**src/rtl/idle_pkg.sv**
```systemverilog
// Shared types for the idle-mode clock controller.
// Assumes: two-bit state code is exported on the block's status output.
package idle_pkg;
    typedef enum logic [1:0] {
        ST_RUN   = 2'b00,
        ST_IDLE  = 2'b01,
        ST_SLOW  = 2'b10,
        ST_PDOWN = 2'b11
    } pm_state_t;
endpackage

```
**src/rtl/idle_div_cnt.sv**
```systemverilog
// Period counter for slow idle. Captures the divisor code on load,
// clears to zero and then counts modulo n = 2**(BASE_LOG2+code).
// Assumes: load and active are never high in the same cycle.
module idle_div_cnt #(
    parameter int BASE_LOG2 = 4,
    parameter int CODE_W    = 2,
    localparam int CNT_W    = BASE_LOG2 + (1 << CODE_W) - 1
) (
    input  logic              clk,
    input  logic              rst_n,
    input  logic              load,
    input  logic [CODE_W-1:0] code_in,
    input  logic              active,
    output logic              tick,
    output logic [CNT_W-1:0]  lim
);
    logic [CODE_W-1:0] code_q;
    logic [CNT_W-1:0]  cnt;

    // capture divisor code at slow-idle entry
    always_ff @(posedge clk) begin
        if (!rst_n)    code_q <= '0;
        else if (load) code_q <= code_in;
    end

    // terminal count n-1 for the captured code
    always_comb begin
        lim = CNT_W'((1 << (BASE_LOG2 + int'(code_q))) - 1);
    end

    // free-running modulo-n counter, cleared at entry
    always_ff @(posedge clk) begin
        if (!rst_n)      cnt <= '0;
        else if (load)   cnt <= '0;
        else if (active) cnt <= (cnt == lim) ? '0 : cnt + CNT_W'(1);
    end

    // one-cycle divided enable
    always_comb begin
        tick = active && (cnt == lim);
    end


    tick_gap_chk: assert property (@(posedge clk) disable iff (!rst_n)
        tick |=> !tick);

    cnt_range_chk: assert property (@(posedge clk) disable iff (!rst_n)
        active |-> (cnt <= lim));
endmodule

```
**src/rtl/idle_fsm.sv**
```systemverilog
// State sequencer: run, plain idle, slow idle, power-down.
// Remembers an unmasked interrupt seen in slow idle and leaves on the
// next divided tick; raises a registered one-cycle resume strobe.
// Assumes: wake is the OR of enabled pending interrupts.
module idle_fsm #(
    parameter int CNT_W = 7
) (
    input  logic                clk,
    input  logic                rst_n,
    input  logic                idle_req,
    input  logic                idle_slow,
    input  logic                pdown_req,
    input  logic                wake,
    input  logic                tick,
    input  logic [CNT_W-1:0]    lim,
    output idle_pkg::pm_state_t state,
    output logic                enter_slow,
    output logic                resume
);
    import idle_pkg::*;

    pm_state_t        nxt;
    logic             pend;
    logic             leave;
    logic [CNT_W:0]   age;

    // entry into slow idle starts the period counter
    always_comb begin
        enter_slow = (state == ST_RUN) && !pdown_req && idle_req && idle_slow;
    end

    // wake decision for either idle state
    always_comb begin
        leave = ((state == ST_IDLE) && wake) ||
                ((state == ST_SLOW) && tick && (pend || wake));
    end

    // next-state selection
    always_comb begin
        nxt = state;
        unique case (state)
            ST_RUN: begin
                if (pdown_req)     nxt = ST_PDOWN;
                else if (idle_req) nxt = idle_slow ? ST_SLOW : ST_IDLE;
            end
            ST_IDLE:  if (leave) nxt = ST_RUN;
            ST_SLOW:  if (leave) nxt = ST_RUN;
            ST_PDOWN: nxt = ST_PDOWN;
            default:  nxt = ST_RUN;
        endcase
    end

    // state register
    always_ff @(posedge clk) begin
        if (!rst_n) state <= ST_RUN;
        else        state <= nxt;
    end

    // pending-wake latch for slow idle
    always_ff @(posedge clk) begin
        if (!rst_n)                 pend <= 1'b0;
        else if (state != ST_SLOW)  pend <= 1'b0;
        else                        pend <= pend | wake;
    end

    // resume strobe
    always_ff @(posedge clk) begin
        if (!rst_n) resume <= 1'b0;
        else        resume <= leave;
    end

    // cycles spent waiting on a remembered wake (checker support)
    always_ff @(posedge clk) begin
        if (!rst_n)                age <= '0;
        else if (state != ST_SLOW) age <= '0;
        else if (pend || wake)     age <= age + (CNT_W+1)'(1);
    end


    wake_latency_chk: assert property (@(posedge clk) disable iff (!rst_n)
        ((state == ST_SLOW) && (pend || wake)) |-> (age <= {1'b0, lim}));

    masked_hold_chk: assert property (@(posedge clk) disable iff (!rst_n)
        ((state == ST_IDLE) && !wake) |=> (state == ST_IDLE));

    resume_pulse_chk: assert property (@(posedge clk) disable iff (!rst_n)
        resume |=> !resume);

    pdown_stay_chk: assert property (@(posedge clk) disable iff (!rst_n)
        (state == ST_PDOWN) |=> (state == ST_PDOWN));

    pdown_prio_chk: assert property (@(posedge clk) disable iff (!rst_n)
        ((state == ST_RUN) && pdown_req) |=> (state == ST_PDOWN));
endmodule

```
**src/rtl/idle_ce_gen.sv**
```systemverilog
// Clock-enable fan-out: full rate in run and plain idle, divided tick in
// slow idle, off in power-down. One replica per peripheral enable.
// Assumes: real gating cells sit outside and consume these enables.
module idle_ce_gen #(
    parameter int NPERIPH = 3
) (
    input  idle_pkg::pm_state_t state,
    input  logic                tick,
    output logic                core_ce,
    output logic [NPERIPH-1:0]  periph_ce
);
    import idle_pkg::*;

    // core enable by state
    always_comb begin
        unique case (state)
            ST_RUN, ST_IDLE: core_ce = 1'b1;
            ST_SLOW:         core_ce = tick;
            default:         core_ce = 1'b0;
        endcase
    end

    // derived enables share the same ratio
    for (genvar g = 0; g < NPERIPH; g++) begin : g_periph
        always_comb begin
            periph_ce[g] = (state == ST_PDOWN) ? 1'b0
                         : (state == ST_SLOW)  ? tick : 1'b1;
        end
    end
endmodule

```
**src/rtl/idle_clk_ctrl.sv**
```systemverilog
// Top of the idle-mode clock controller: combines interrupt masking,
// the state sequencer, the period counter and the enable fan-out.
// Assumes: idle_req is a one-cycle strobe from the issue stage.
module idle_clk_ctrl #(
    parameter int NIRQ      = 4,
    parameter int NPERIPH   = 3,
    parameter int BASE_LOG2 = 4,
    parameter int CODE_W    = 2,
    localparam int CNT_W    = BASE_LOG2 + (1 << CODE_W) - 1
) (
    input  logic               clk,
    input  logic               rst_n,
    input  logic               idle_req,
    input  logic               idle_slow,
    input  logic [CODE_W-1:0]  idle_div,
    input  logic               pdown_req,
    input  logic [NIRQ-1:0]    irq_req,
    input  logic [NIRQ-1:0]    irq_en,
    input  logic               steal_req,
    output logic               steal_gnt,
    output logic               issue_en,
    output logic               resume,
    output logic               core_ce,
    output logic [NPERIPH-1:0] periph_ce,
    output logic               pdown_ack,
    output logic [1:0]         pm_state
);
    import idle_pkg::*;

    pm_state_t        state;
    logic             wake;
    logic             enter_slow;
    logic             tick;
    logic [CNT_W-1:0] lim;

    // any enabled pending interrupt
    always_comb begin
        wake = |(irq_req & irq_en);
    end

    idle_fsm #(.CNT_W(CNT_W)) u_fsm (
        .clk        (clk),
        .rst_n      (rst_n),
        .idle_req   (idle_req),
        .idle_slow  (idle_slow),
        .pdown_req  (pdown_req),
        .wake       (wake),
        .tick       (tick),
        .lim        (lim),
        .state      (state),
        .enter_slow (enter_slow),
        .resume     (resume)
    );

    idle_div_cnt #(.BASE_LOG2(BASE_LOG2), .CODE_W(CODE_W)) u_div (
        .clk     (clk),
        .rst_n   (rst_n),
        .load    (enter_slow),
        .code_in (idle_div),
        .active  (state == ST_SLOW),
        .tick    (tick),
        .lim     (lim)
    );

    idle_ce_gen #(.NPERIPH(NPERIPH)) u_ce (
        .state     (state),
        .tick      (tick),
        .core_ce   (core_ce),
        .periph_ce (periph_ce)
    );

    // status, issue, steal grant and acknowledge decode
    always_comb begin
        pm_state  = state;
        issue_en  = (state == ST_RUN);
        pdown_ack = (state == ST_PDOWN);
        steal_gnt = steal_req && (state != ST_PDOWN);
    end


    pdown_quiet_chk: assert property (@(posedge clk) disable iff (!rst_n)
        pdown_ack |-> (!core_ce && (periph_ce == '0) && !issue_en));
endmodule

```
**config.mk**
```make
export PLATFORM = sky130hd
export DESIGN_NAME = idle_clk_ctrl
export DESIGN_NICKNAME = d
export VERILOG_FILES = /design/src/rtl/idle_pkg.sv /design/src/rtl/idle_div_cnt.sv /design/src/rtl/idle_fsm.sv /design/src/rtl/idle_ce_gen.sv /design/src/rtl/idle_clk_ctrl.sv
export SDC_FILE = /design/constraint.sdc
export NUM_CORES = 1
export LEC_CHECK = 0
export ABC_CLOCK_PERIOD_IN_PS = 1550
export BUFFER_PORTS_ARGS = -buffer_cell sky130_fd_sc_hd__clkbuf_2
export CAP_MARGIN = 5
export CORE_MARGIN = 2
export CORE_UTILIZATION = 43
export CTS_CLUSTER_DIAMETER = 120
export DETAILED_ROUTE_END_ITERATION = 8
export PLACE_DENSITY = 0.74
export SLEW_MARGIN = 20
export SYNTH_ARGS = -nofsm -noshare
export SYNTH_HDL_FRONTEND = slang
export SYNTH_SLANG_ARGS = --single-unit
```
**constraint.sdc**
```tcl
create_clock -name clk -period 1.55 [get_ports clk]
set_input_delay 0.155 -clock clk [delete_from_list [all_inputs] [get_ports clk]]
set_output_delay 0.155 -clock clk [all_outputs]
set_load 0.05 [all_outputs]
```
# ---- After elaboration in Yosys (flattened, before gate mapping)
# Cells that the tools add are included.
dict set report totals {
  ff_bits 13
  latch_bits 0
  mem_bits_rw 0
  rom_bits 0
  input_bits 16
  out_inout_bits 10
  word_cells 47
  memories 0
}
dict set report op_classes {
  addsub 3
  mul 0
  n_div 0
  magnitude_cmp 0
  eq_ne 8
  shifts 1
  muxes 9
  bitwise 3
  reduce_logical 18
}
# op n
set ops {}
lappend ops {{$shl 1x32->7 const A} 1}
lappend ops {{$logic_and 1x1->1} 8}
lappend ops {{$mux 2} 4}
lappend ops {{$reduce_or 2->1} 4}
lappend ops {{$add 7x1->7 const B} 1}
lappend ops {{$eq 7x7->1} 1}
lappend ops {{$mux 7} 1}
lappend ops {{$sub 7x2->7 const B} 1}
lappend ops {{$pmux 2 s3} 1}
lappend ops {{$add 3x2->4 const A} 1}
lappend ops {{$and 4x4->4} 1}
lappend ops {{$eq 2x2->1 const B} 2}
lappend ops {{$ne 2x2->1 const B} 2}
lappend ops {{$reduce_or 4->1} 1}
lappend ops {{$ne 3x3->1 const B} 1}
lappend ops {{$eq 2x1->1 const B} 1}
lappend ops {{$logic_not 2->1} 1}
lappend ops {{$logic_or 1x1->1} 2}
lappend ops {{$mux 1} 2}
lappend ops {{$ne 2x1->1 const B} 1}
lappend ops {{$pmux 1 s2} 1}
lappend ops {{$reduce_and 2->1} 1}
lappend ops {{$logic_not 1->1} 1}
lappend ops {{$not 1->1} 1}
lappend ops {{$or 1x1->1} 1}

# ---- Depth between registers and ports, before layout
# Gate-level depths: netlist (run 1).
dict set report depth {
  depth_word 10
  depth_mapped 8
  ltp_nobuf 7
}

# ---- Hierarchy
# Synthesis (run 1) repeated with hierarchy kept, for this count alone.
dict set report unflattened {
  hier_cells 95
  hier_area_um2 838.3
}
# mod n_inst cells_per_inst area_each_um2 seq_area_each_um2
set modules_own_cells {}
lappend modules_own_cells {idle_div_cnt 1 53 495.5 180.2}
lappend modules_own_cells {idle_fsm 1 30 265.3 80.1}
lappend modules_own_cells {idle_clk_ctrl 1 7 48.8 0.0}
lappend modules_own_cells {idle_ce_gen 1 5 28.8 0.0}

# ---- Least setup slack after synthesis (run 1)
# No wires, ideal clock.
dict set report synth_path {
  kind {register to output}
  start {register u_fsm.state[0]}
  end {output periph_ce[1]}
  t_arrival_ns 2.386
  t_required_ns 1.395
  setup_slack_ns -0.991
  path_stages_with_launch 6
  n_path_buf 2
  cell_sequence {dfxtp_1 -> inv_1 -> ha_1 -> buf_4 -> a21oi_1 -> buf_4}
}
dict set report synth_between {
  elab_chain_len 4
  elab_cells_between_ends 5
  classes_between {eq/ne: 2; mux: 2; reduce/logical: 1}
}
# element line_no
set synth_rtl {}
lappend synth_rtl {{from (decl)} idle_fsm.sv:16} ;# output idle_pkg::pm_state_t state,
lappend synth_rtl {{from (signal assigned)} idle_fsm.sv:56} ;# else state <= nxt;
lappend synth_rtl {{$eq 2x2->1} -}
lappend synth_rtl {{$logic_and 1x1->1} idle_div_cnt.sv:40} ;# tick = active && (cnt == lim);
lappend synth_rtl {{$mux 1} -}
lappend synth_rtl {{$mux 1 *} -}
lappend synth_rtl {{to (decl)} idle_clk_ctrl.sv:24} ;# output logic [NPERIPH-1:0] periph_ce,
# Every way passes the cells marked *; elsewhere a longest branch is shown, timed or not.

# ---- Final worst setup path (run 1)
dict set report layout_path {
  start {register u_div.cnt[5]}
  end {output periph_ce[0]}
}
dict set report layout_between {
  elab_chain_len 4
}
# element line_no
set layout_rtl {}
lappend layout_rtl {{from (decl)} idle_div_cnt.sv:18} ;# logic [CNT_W-1:0] cnt;
lappend layout_rtl {{from (signal assigned)} idle_div_cnt.sv:35} ;# else if (active) cnt <= (cnt == lim) ? '0 : cnt + CNT_W'(1);
lappend layout_rtl {{$eq 7x7->1} idle_div_cnt.sv:40}
lappend layout_rtl {{$logic_and 1x1->1} idle_div_cnt.sv:40}
lappend layout_rtl {{$mux 1} idle_ce_gen.sv:27} ;# : (state == ST_SLOW) ? tick : 1'b1;
lappend layout_rtl {{$mux 1} idle_ce_gen.sv:26} ;# periph_ce[g] = (state == ST_PDOWN) ? 1'b0
# Every way passes these cells.

==> results of run 1 <==
worst reg2reg max path, delay by kind of cell (launching register included):
family,cells,cell delay (ns)
AOI/OAI and AO/OA,3,0.49
DFF,1,0.34
buffers and inverters,1,0.12
and+or+nand+nor,1,0.24
adders and majority gates,1,0.19
muxes,1,0.13
report_power, final:
group	internal (W)	leakage, nW	switching [W]
Clock	0.0000997	0.0150	0.000116
Combinational	0.000619	0.418	0.000940
Sequential	0.000402	0.110	0.0000549
Yosys cell counts (all sizes together) (2+ instances only):
cell type,number
nor2b,4
xnor2,3
nor3,2
xor2,3
nand4,2
nand2b,2
a22oi,2
buf,3
nor2,9
a21boi,2
dfxtp,13
mux2i,4
nand2,11
nand3,3
a21oi,5
ha,6
inv,5
per-layer routing:
layer  part of all wire  vias up  GRT usage
met5                  0        -          0
met4              0.012        0    0.03333
met3              0.029        4    0.03529
met2               0.49       15     0.3528
met1               0.47      354     0.2412
li1                   -      395          -
worst max-delay path by stage:
stage / to / slack, ns / cells past startpoint
detailed placement: u_fsm.state[0]$_SDFFE_PN0P_ / -0.04 / 6
finish: periph_ce[0] / -0.20 / 6
global route: periph_ce[0] / -0.29 / 6
CTS: core_ce / -0.21 / 7
floorplan: periph_ce[1] / -0.16 / 6
global placement: u_fsm.state[0]$_SDFFE_PN0P_ / -0.003 / 6
registers in the layout, indices dropped and copies added, names as in the netlist:
signal / cells
u_fsm.state: 2
u_div.cnt: 7
u_fsm.pend: 1
u_div.code_q: 2
u_fsm.resume: 1
cells in the final DEF, fill, tap and decap left out, drive strengths merged:
master	n
clkbuf	25
buf	18
dfxtp	13
nand2	11
nor2	9
ha	6
inv	5
a21oi	5
mux2i	4
nor2b	4
xnor2	3
nand3	3
xor2	3
nand4	2
nor3	2
a22oi	2
nand2b	2
a21boi	2
and2	1
o21ai	1
and4	1
or2	1
o211ai	1
o211a	1
o21a	1
o32a	1
o311ai	1
o32ai	1
nand3b	1
or3b	1
final cells by class:
cell class	instances	area [sq um]
Sequential cell	13	276.5
Fill cell	126	473.0
Tap cell	25	31.28
Inverter	5	21.27
Timing Repair Buffer	39	274.0
Multi-Input combinational cell	70	605.6
Clock buffer	4	26.28
timing repair:
action | 4_1_cts | 5_1_grt
gates resized for setup | 16 | 12
hold buffers | 0 | 0
buffers inserted | 3 | 0
endpoints found under the setup margin | 7 | 9
pin swaps | 6 | 2
cell families after synthesis:
logic type,share of synthesized area
buffers and inverters,0.05289
AND/OR/NAND/NOR,0.2404
flip-flops,0.3333
multiplexers,0.05128
AO/OA/AOI/OAI,0.1587
adder cells (fa/ha/maj),0.09615
XOR/XNOR,0.06732
stage by stage:
step / hold slack, ns / TNS (ns) / power, W / utilization / worst slack [ns]
after floorplan: 0.2830 / -0.6513 / 0.001644 / - / -0.1551
after global placement: 0.4120 / -0.002942 / 0.001813 / 0.6410 / -0.002942
after detailed placement: 0.4176 / -0.08718 / 0.001821 / 0.6410 / -0.04420
after CTS: 0.1336 / -0.7917 / 0.002203 / 0.7062 / -0.2057
after global routing: 0.1596 / -1.378 / 0.002358 / 0.7231 / -0.2918
final: 0.1324 / -0.8314 / 0.002232 / 0.7231 / -0.1997
==> metrics.log, run 1 <==
[metrics] outcome: complete, but fails checks
[metrics] violated checks: setup timing
[metrics] CTS root buf: clkbuf_4
[metrics] largest net degree at the start of global routing: 10
[metrics] RR Endpoint: u_fsm.state[0]$_SDFFE_PN0P_
[metrics] non-filler cells in the finished layout: roughly 160
[metrics] final critical-path share of the clock period: 1.129
[metrics] share of synthesized area occupied by flip-flops and latches: 0.3333
[metrics] antenna violations before repair: 0
[metrics] post-synthesis cell type count: 30
[metrics] most used flip-flop cell after synthesis: dfxtp_1
[metrics] antenna cells: 0
[metrics] Crit Path Category: reg2out
[metrics] end point of the most critical hold path: u_div.code_q[1]$_SDFFE_PN0P_
[metrics] post-synth design cell area: 780.7 sq um
[metrics] source-to-sink clock delay at the later pin of the worst-skew pair: 0.28 ns
[metrics] clock-pin slew on the worst setup and hold paths: 0.08 ns
[metrics] Worst R2R Start: u_div.cnt[0]$_SDFFE_PP0N_
[metrics] flip-flop and latch count after synthesis: 13
[metrics] depth of the CTS H-tree: 1
[metrics] power per standard cell area: approximately 1800 mW/mm^2
[metrics] worst min-delay path category: in2reg
[metrics] post-DR wirelength/cell: 11.63 um
[metrics] Worst Path Arrival: 1.59 ns
[metrics] via count of the first global-routing pass: 737
[metrics] Worst-Margin Slew: 0.2813 ns
[metrics] Clock Skews: 0.007870 ns
[metrics] family of cells with the greatest summed delay on the critical path: compound AO/OA/AOI/OAI gates
[metrics] number of vias after detailed routing: 768
[metrics] remaining antenna violation count after routing: 0
[metrics] number of failing hold endpoints at the final stage: 0
[metrics] Critical Path End Type: primary output
[metrics] critical path required time: 1.39 ns
[metrics] worst setup slack after layout: -0.1997 ns
[metrics] layout cells sized above 1: 0.5496
[metrics] sum of net half-perimeters after detailed placement: 1.405 mm
[metrics] IO buf count: 25
[metrics] Leakage: between 0.5 and 0.6 nW
[metrics] net count after synthesis: 113
[metrics] async set or reset register ratio after synthesis: 0
[metrics] Die Footprint: 0.002172 sq mm
[metrics] Register-to-Register Setup Slack: -0.06 ns
[metrics] starting DRC count in detailed routing: 9
[metrics] clock period minus final worst setup slack: 1.750 ns
[metrics] RSZ-0062 raised after global routing: true
[metrics] worst ir drop on vdd: 1.609 mV
[metrics] Max stage delay on crit path: 0.36 ns
[metrics] Synth-to-Final Area Change: 58.17%
[metrics] worst hold path stage count: 3
[metrics] max-slew violation count: 0
[metrics] Worst Path Max Fanout: 4
[metrics] number of cell rows: 15
[metrics] placed inst area: roughly 0.0011 sq mm
[metrics] area leader, netlist: dfxtp_1
[metrics] Initial Utilization: 0.4571
[metrics] final cell area excluding filler cells: approximately 0.0012 sq mm
[metrics] cell count after placement: approximately 150
[metrics] Die Y-Extent: 46.61 um
[metrics] Post-Synthesis Cells: 91
[metrics] Vias per Instance: around 5
[metrics] clock buffers created by TritonCTS: 3
[metrics] kind of start point of the critical path: flop
[metrics] # setup viols final: 6
[metrics] biggest area contributors in the synthesized netlist: dfxtp_1, ha_1, nand2_1, mux2i_1, nor2_1
[metrics] Critical Path Slowest Stage Cell: dfxtp_2
[metrics] aggregate routed wire length: 1.815 mm
[metrics] Max-slew headroom: 0.8133
[metrics] first element of the critical path: u_div.cnt[5]$_SDFFE_PP0N_
[metrics] synthesized area divided by synthesized cell count: 8.580 sq um
[metrics] number of violations of the max-capacitance limit: 0
[metrics] NumNets Final: approximately 150
[metrics] Buf+Inv Stages, Crit Path: 2
[metrics] I/O pin count: 26
[metrics] GRT Resource Usage Total: 0.1949
[metrics] Bufs on Longest Clock Path: 2
[metrics] CTS sink count: 13
[metrics] logic depth of the worst register-to-register path: 7
[metrics] total number of yosys warnings: 0
[metrics] residual overflow from global routing: 0
[metrics] CTS tree: done
[metrics] cell breakdown of the critical path: nor3_4 -> o21ai_4 -> a21oi_2 -> inv_2 -> a21oi_4 -> clkbuf_8
[metrics] floorplan core area: 0.001708 sq mm
[metrics] hold path startpoint: idle_div[1]
[metrics] die span in x: approximately 47 um
[metrics] area share of the largest cell type after synthesis: 0.3333
[metrics] count of flip-flops with a built-in enable after synthesis: 0
[metrics] length of the first detailed-routing pass in iterations: 4
[metrics] number of remaining DRC errors: 0
[metrics] final weighted congestion of routability-driven global placement: slightly below 0.8
[metrics] global-route wire length before repair: 3.063 mm
[metrics] maximum operating frequency: 571.5 MHz
Note: power is estimated with default switching activity, not from simulation.
==> inputs of run 2 (changes only) <==
- ABC_CLOCK_PERIOD_IN_PS: 1550 -> 1950
- CORE_UTILIZATION: 43 -> 48
- PLACE_DENSITY: 0.74 -> 0.79
- SLEW_MARGIN: 20 -> unset
- clock period: 1.55 -> 1.95 ns (I/O delays scaled with it)
==> metrics.log, run 2 (synthesis gave the netlist of run 1 again) <==
[metrics] share of total power in sequential cells: 0.222 (+0.017)
[metrics] CTS root buf: clkbuf_4
[metrics] GRT Resource Usage Total: 0.2351 (+0.04024)
[metrics] Worst Path Max Fanout: 5 (+1)
[metrics] power per standard cell area: 1520 mW/mm^2 (-16%)
[metrics] worst setup slack after layout: 0.04895 ns (+0.2487 ns)
[metrics] I/O pin count: 26 (unchanged)
[metrics] non-filler cells in the finished layout: 137 (-12%)
[metrics] Critical Path Slowest Stage Cell: dfxtp_2
[metrics] number of cell rows: 14 (-1)
[metrics] Clock Skews: 0.01288 ns (+0.005006 ns)
[metrics] Regs by FF count: u_div.cnt: 7 flops, u_div.code_q: 2 flops, u_fsm.state: 2 flops
[metrics] depth of the CTS H-tree: 1 (unchanged)
[metrics] internal cell power: 0.0007545 W (-33%)
[metrics] switching power: 0.0008353 W (-25%)
[metrics] Die Footprint: 0.001965 sq mm (-9.5%)
[metrics] Max-slew headroom: 0.7751 (-0.03816)
[metrics] NumNets Final: 144 (-6.5%)
[metrics] switching portion of total power: 0.5254 (+0.02776)
[metrics] IO buf count: 25 (unchanged)
[metrics] # setup viols final: 0 (-6)
[metrics] clock-pin slew on the worst setup and hold paths: 0.09 ns (about the same)
[metrics] clock period minus final worst setup slack: 1.901 ns
[metrics] combinational fraction of design power: 0.671 (-0.027)
[metrics] worst min-delay path category: in2reg
[metrics] Worst-Margin Slew: 0.3373 ns (+0.05605 ns)
[metrics] Die Y-Extent: 44.33 um (-4.9%)
[metrics] CTS tree: done
[metrics] Synth-to-Final Area Change: 33.97%
[metrics] sum of net half-perimeters after detailed placement: 1.387 mm (-1.3%)
[metrics] kind of start point of the critical path: flop
[metrics] max-slew violation count: 0 (unchanged)
[metrics] Vias per Instance: 5.518 (+12%)
[metrics] source-to-sink clock delay at the later pin of the worst-skew pair: 0.28 ns (about the same)
[metrics] critical path required time: 1.75 ns (+0.36 ns)
[metrics] Max stage delay on crit path: 0.36 ns (about the same)
[metrics] relative contribution of the clock network to total power: 0.106 (+0.009)
[metrics] post-DR wirelength/cell: 13.63 um (+17%)
[metrics] number of violations of the max-capacitance limit: 0 (unchanged)
[metrics] length of the first detailed-routing pass in iterations: 4 (unchanged)
[metrics] final weighted congestion of routability-driven global placement: 0.7776 (-2.0%)
[metrics] global-route wire length before repair: 3.346 mm (+9.2%)
[metrics] remaining antenna violation count after routing: 0 (unchanged)
[metrics] floorplan core area: 0.001524 sq mm (-11%)
[metrics] Initial Utilization: 0.5123 (+0.05517)
[metrics] cell breakdown of the critical path: inv_2 -> ha_2 -> and4_4 -> a21boi_4 -> nor3_4 -> nor2_4 -> buf_8
[metrics] cell count after placement: 131 (-12%)
[metrics] via count of the first global-routing pass: 778 (+5.6%)
[metrics] Bufs on Longest Clock Path: 2 (unchanged)
[metrics] CTS sink count: 13 (unchanged)
[metrics] final critical-path share of the clock period: 0.9749
[metrics] clock buffers created by TritonCTS: 3 (unchanged)
[metrics] Reg with most FFs: u_div.cnt
[metrics] Fill cells: 128 (+1.6%)
[metrics] max reg flops: 7 (unchanged)
[metrics] Worst Path Arrival: 1.71 ns (+0.12 ns)
[metrics] aggregate routed wire length: 1.867 mm (+2.9%)
[metrics] most common cell after layout, fill and taps aside: clkbuf_2
[metrics] antenna violations before repair: 0 (unchanged)
[metrics] worst ir drop on vdd: 1.229 mV (-24%)
[metrics] RSZ-0062 raised after global routing: true
[metrics] PnR Total Power: 0.001590 W (-29%)
[metrics] antenna cells: 0 (unchanged)
[metrics] DP Worst Slack: 0.1068 ns (+0.1510 ns)
[metrics] maximum operating frequency: 526.0 MHz
[metrics] die span in x: 44.33 um (-4.9%)
[metrics] number of remaining DRC errors: 0 (unchanged)
[metrics] Critical Path End Type: primary output
[metrics] largest net degree at the start of global routing: 10 (unchanged)
[metrics] CTS Hold Bufs: 0 (unchanged)
[metrics] commonest non-fill, non-tap cells in the layout: clkbuf_2, nand2_1, nor2_1, dfxtp_1, clkbuf_4
[metrics] utilization after layout: 0.6864 (-0.03671)
[metrics] Leakage: 0.4640 nW (-15%)
[metrics] layout cells sized above 1: 0.4215 (-0.1281)
[metrics] outcome: finished, final reports clean
[metrics] number of failing hold endpoints at the final stage: 0 (unchanged)
[metrics] number of vias after detailed routing: 756 (-1.6%)
[metrics] starting DRC count in detailed routing: 29 (+20)
[metrics] Crit Path Category: reg2out
[metrics] residual overflow from global routing: 0 (unchanged)
run 2: power by group through the flow:
stage	clock network, W	registers (W)	logic, W
floorplan	0	0.000431	0.000722
global placement	0	0.000351	0.000926
finish	0.000169	0.000354	0.00107
detailed placement	0	0.000356	0.000946
global route	0.000188	0.000358	0.00113
CTS	0.000173	0.000350	0.00102
run 2: worst paths after layout:
| kind | end | startpoint | slack, ns | depth (start not counted) |
|---|---|---|---|---|
| max | core_ce | u_fsm.state[0]$_SDFFE_PN0P_ | 0.05 | 7 |
| min | u_div.code_q[0]$_SDFFE_PN0P_ | idle_div[0] | 0.17 | 3 |
| max reg2reg | u_fsm.state[1]$_SDFFE_PN0P_ | u_fsm.state[0]$_SDFFE_PN0P_ | 0.27 | 7 |
| min reg2reg | u_div.cnt[1]$_SDFFE_PP0N_ | u_div.cnt[1]$_SDFFE_PP0N_ | 0.50 | 2 |
run 2: routing by layer:
metal	vias to the layer above	track usage	routed length, um
li1	372	-	-
met1	348	0.2443	757
met2	32	0.4412	998
met3	4	0.05714	82
met4	0	0.1030	29
met5	-	0	0
run 2: repair_timing:
action / 4_1_cts / 5_1_grt
setup buffers: 1 / 1
pin swaps: 1 / 1
hold endpoints to repair: 0 / 0
resized for setup: 10 / 9
setup endpoints to repair: 4 / 4
run 2: final cells by class:
class | count | area [sq um] | share of cell area
multi-input cells | 70 | 541.8 | 0.5179
flip-flops and latches | 13 | 266.5 | 0.2548
repair buffers | 29 | 172.7 | 0.1651
clock buffers | 4 | 26.28 | 0.02512
well taps | 16 | 20.02 | 0.01914
inverters | 5 | 18.77 | 0.01794
run 2: critical path, delay by kind of cell, from the launching register on:
family,cells,cell delay [ns]
AOI/OAI and AO/OA,1,0.23
adders and majority gates,1,0.19
buffers and inverters,2,0.24
DFF,1,0.36
and+or+nand+nor,3,0.41
run 2: through the flow:
step / cell area [sq um] / setup TNS, ns / hold slack [ns]
floorplan: 804.5 / 0 / 0.3232
global placement: 942.2 / 0 / 0.4533
detailed placement: 942.2 / 0 / 0.4622
CTS: 1015 / 0 / 0.1670
global route: 1046 / -0.03981 / 0.1965
finish: 1046 / 0 / 0.1660
==> inputs of run 3 (changes only) <==
==> constraint.sdc (replaced) <==
create_clock -name clk -period 1.95 [get_ports clk]
set_input_delay 0.39 -clock clk [delete_from_list [all_inputs] [get_ports clk]]
set_output_delay 0.39 -clock clk [all_outputs]
set_load 0.05 [all_outputs]
==> metrics.log, run 3 (synthesis gave the netlist of run 1 again) <==
[metrics] outcome: complete, but fails checks
[metrics] violated checks: setup timing
[metrics] die span in x: 44.33 um (unchanged)
[metrics] Clock Skews: 0.006826 ns (-0.006050 ns)
[metrics] critical path required time: 1.56 ns (-0.19 ns)
[metrics] clock-pin slew on the worst setup and hold paths: 0.08 ns (about the same)
[metrics] largest net degree at the start of global routing: 10 (unchanged)
[metrics] final weighted congestion of routability-driven global placement: 0.7642 (-1.7%)
[metrics] switching portion of total power: 0.5048 (-0.02056)
[metrics] combinational fraction of design power: 0.682 (+0.011)
[metrics] # setup viols final: 4 (+4)
[metrics] clock period minus final worst setup slack: 1.993 ns (+0.09198 ns)
[metrics] via count of the first global-routing pass: 884 (+14%)
[metrics] antenna cells: 0 (unchanged)
[metrics] I/O pin count: 26 (unchanged)
[metrics] commonest non-fill, non-tap cells in the layout: clkbuf_2, nand2_1, buf_4
[metrics] source-to-sink clock delay at the later pin of the worst-skew pair: 0.27 ns (about the same)
[metrics] Worst R2R Start: u_fsm.state[0]$_SDFFE_PN0P_
[metrics] Crit Path Category: reg2out
[metrics] CTS Hold Bufs: 0 (unchanged)
[metrics] placed inst area: 980.9 sq um (+4.1%)
[metrics] number of remaining DRC errors: 0 (unchanged)
[metrics] Bufs on Longest Clock Path: 2 (unchanged)
[metrics] footprint of the multi-input gates: 545.5 sq um (+0.69%)
[metrics] first element of the critical path: u_div.cnt[1]$_SDFFE_PP0N_
[metrics] DP Worst Slack: 0.04305 ns (-0.06375 ns)
[metrics] maximum operating frequency: 501.8 MHz (-4.6%)
[metrics] floorplan core area: 0.001524 sq mm (unchanged)
[metrics] Regs by FF count: u_div.cnt: 7 flops, u_div.code_q: 2 flops, u_fsm.state: 2 flops
[metrics] clock buffers created by TritonCTS: 3 (unchanged)
[metrics] share of total power in sequential cells: 0.219 (-0.003)
[metrics] Initial Utilization: 0.5123 (unchanged)
[metrics] sum of net half-perimeters after detailed placement: 1.423 mm (+2.6%)
[metrics] worst setup slack after layout: -0.04302 ns (-0.09198 ns)
[metrics] Max-slew headroom: 0.7647 (-0.01039)
[metrics] hold path startpoint: idle_div[1]
[metrics] Die Footprint: 0.001965 sq mm (unchanged)
[metrics] final critical-path share of the clock period: 1.022 (+0.04717)
[metrics] length of the first detailed-routing pass in iterations: 4 (unchanged)
[metrics] max-slew violation count: 0 (unchanged)
[metrics] kind of start point of the critical path: flop
[metrics] power per standard cell area: 1464 mW/mm^2 (-3.7%)
[metrics] relative contribution of the clock network to total power: 0.099 (-0.007)
[metrics] Vias per Instance: 5.618 (+1.8%)
[metrics] post-DR wirelength/cell: 13.37 um (-1.9%)
[metrics] CTS sink count: 13 (unchanged)
[metrics] Worst Path Max Fanout: 3 (-2)
[metrics] Die Y-Extent: 44.33 um (unchanged)
[metrics] Synth-to-Final Area Change: 45.19%
[metrics] most common cell after layout, fill and taps aside: clkbuf_2
[metrics] Fill cells: 118 (-7.8%)
[metrics] antenna violations before repair: 0 (unchanged)
[metrics] IO buf count: 25 (unchanged)
[metrics] RSZ-0062 raised after global routing: true
[metrics] Leakage: 0.5166 nW (+11%)
[metrics] Worst-Margin Slew: 0.3529 ns (+0.01559 ns)
[metrics] starting DRC count in detailed routing: 6 (-79%)
[metrics] final cell area excluding filler cells: 0.001134 sq mm (+8.4%)
[metrics] worst min-delay path category: in2reg
[metrics] Reg with most FFs: u_div.cnt
[metrics] Critical Path End Type: primary output
[metrics] max reg flops: 7 (unchanged)
[metrics] utilization after layout: 0.7438 (+0.05747)
[metrics] number of violations of the max-capacitance limit: 0 (unchanged)
[metrics] remaining antenna violation count after routing: 0 (unchanged)
[metrics] FF/Latch Area: 275.3 sq um (+3.3%)
[metrics] switching power: 0.0008378 W (+0.30%)
[metrics] number of cell rows: 14 (unchanged)
[metrics] global-route wire length before repair: 3.546 mm (+6.0%)
[metrics] GRT Resource Usage Total: 0.2456 (+0.01041)
[metrics] depth of the CTS H-tree: 1 (unchanged)
[metrics] Worst Path Arrival: 1.60 ns (-0.11 ns)
[metrics] number of vias after detailed routing: 809 (+7.0%)
[metrics] NumNets Final: 151 (+4.9%)
[metrics] CTS tree: done
[metrics] aggregate routed wire length: 1.925 mm (+3.1%)
[metrics] internal cell power: 0.0008217 W (+8.9%)
[metrics] worst ir drop on vdd: 1.523 mV (+24%)
[metrics] layout cells sized above 1: 0.4766 (+0.05507)
[metrics] number of failing hold endpoints at the final stage: 0 (unchanged)
[metrics] CTS root buf: clkbuf_4
[metrics] residual overflow from global routing: 0 (unchanged)
-- run 3: worst max-delay path, cell delays in order, from the launching register on --
cell and delay [ns]:
dfxtp_2 0.34, ha_4 0.16, and4_1 0.20, a21boi_2 0.16, nor3_2 0.24, nor2_4 0.04, clkbuf_8 0.18
-- run 3: final timing paths --
path,end,slack (ns),cells past startpoint
min,u_div.code_q[1]$_SDFFE_PN0P_,0.37,3
max,core_ce,-0.04,6
max reg2reg,u_fsm.state[1]$_SDFFE_PN0P_,0.28,8
min reg2reg,u_fsm.state[1]$_SDFFE_PN0P_,0.53,2
-- run 3: metrics by stage --
step,TNS [ns],total power (W),hold slack [ns],std cells
5_1_grt,-0.6066,0.001760,0.3657,144
4_1_cts,-0.09181,0.001660,0.3691,144
6_report,-0.1270,0.001660,0.3743,144
3_3_place_gp,0,0.001304,0.4756,134
3_5_place_dp,0,0.001324,0.4873,134
2_1_floorplan,-0.1595,0.001180,0.4622,91
-- run 3: layout make-up --
type / instances / area share
Clock buffer: 4 / 0.02318
Inverter: 5 / 0.01876
Multi-Input combinational cell: 70 / 0.4812
Sequential cell: 13 / 0.2428
Tap cell: 16 / 0.01766
Timing Repair Buffer: 36 / 0.2163
-- run 3: repair_timing --
action,in CTS,in global routing
pin swaps,8,1
endpoints found under the setup margin,4,7
setup buffers,6,0
gates resized for setup,22,3
-- run 3: power by group through the flow --
stage	Clock (W)	Sequential, W	Combinational, W
after detailed placement	0	0.000365	0.000959
after floorplan	0	0.000440	0.000740
after global routing	0.000187	0.000368	0.00120
after global placement	0	0.000360	0.000944
after CTS	0.000172	0.000363	0.00112
final	0.000164	0.000363	0.00113
-- run 3: routing by layer --
metal | up-vias | GRT usage | routed length, um
met2 | 20 | 0.4676 | 1049
met3 | 6 | 0.07347 | 74
met1 | 392 | 0.2475 | 749
met4 | 0 | 0.09091 | 52
li1 | 391 | - | -
met5 | - | 0 | 0
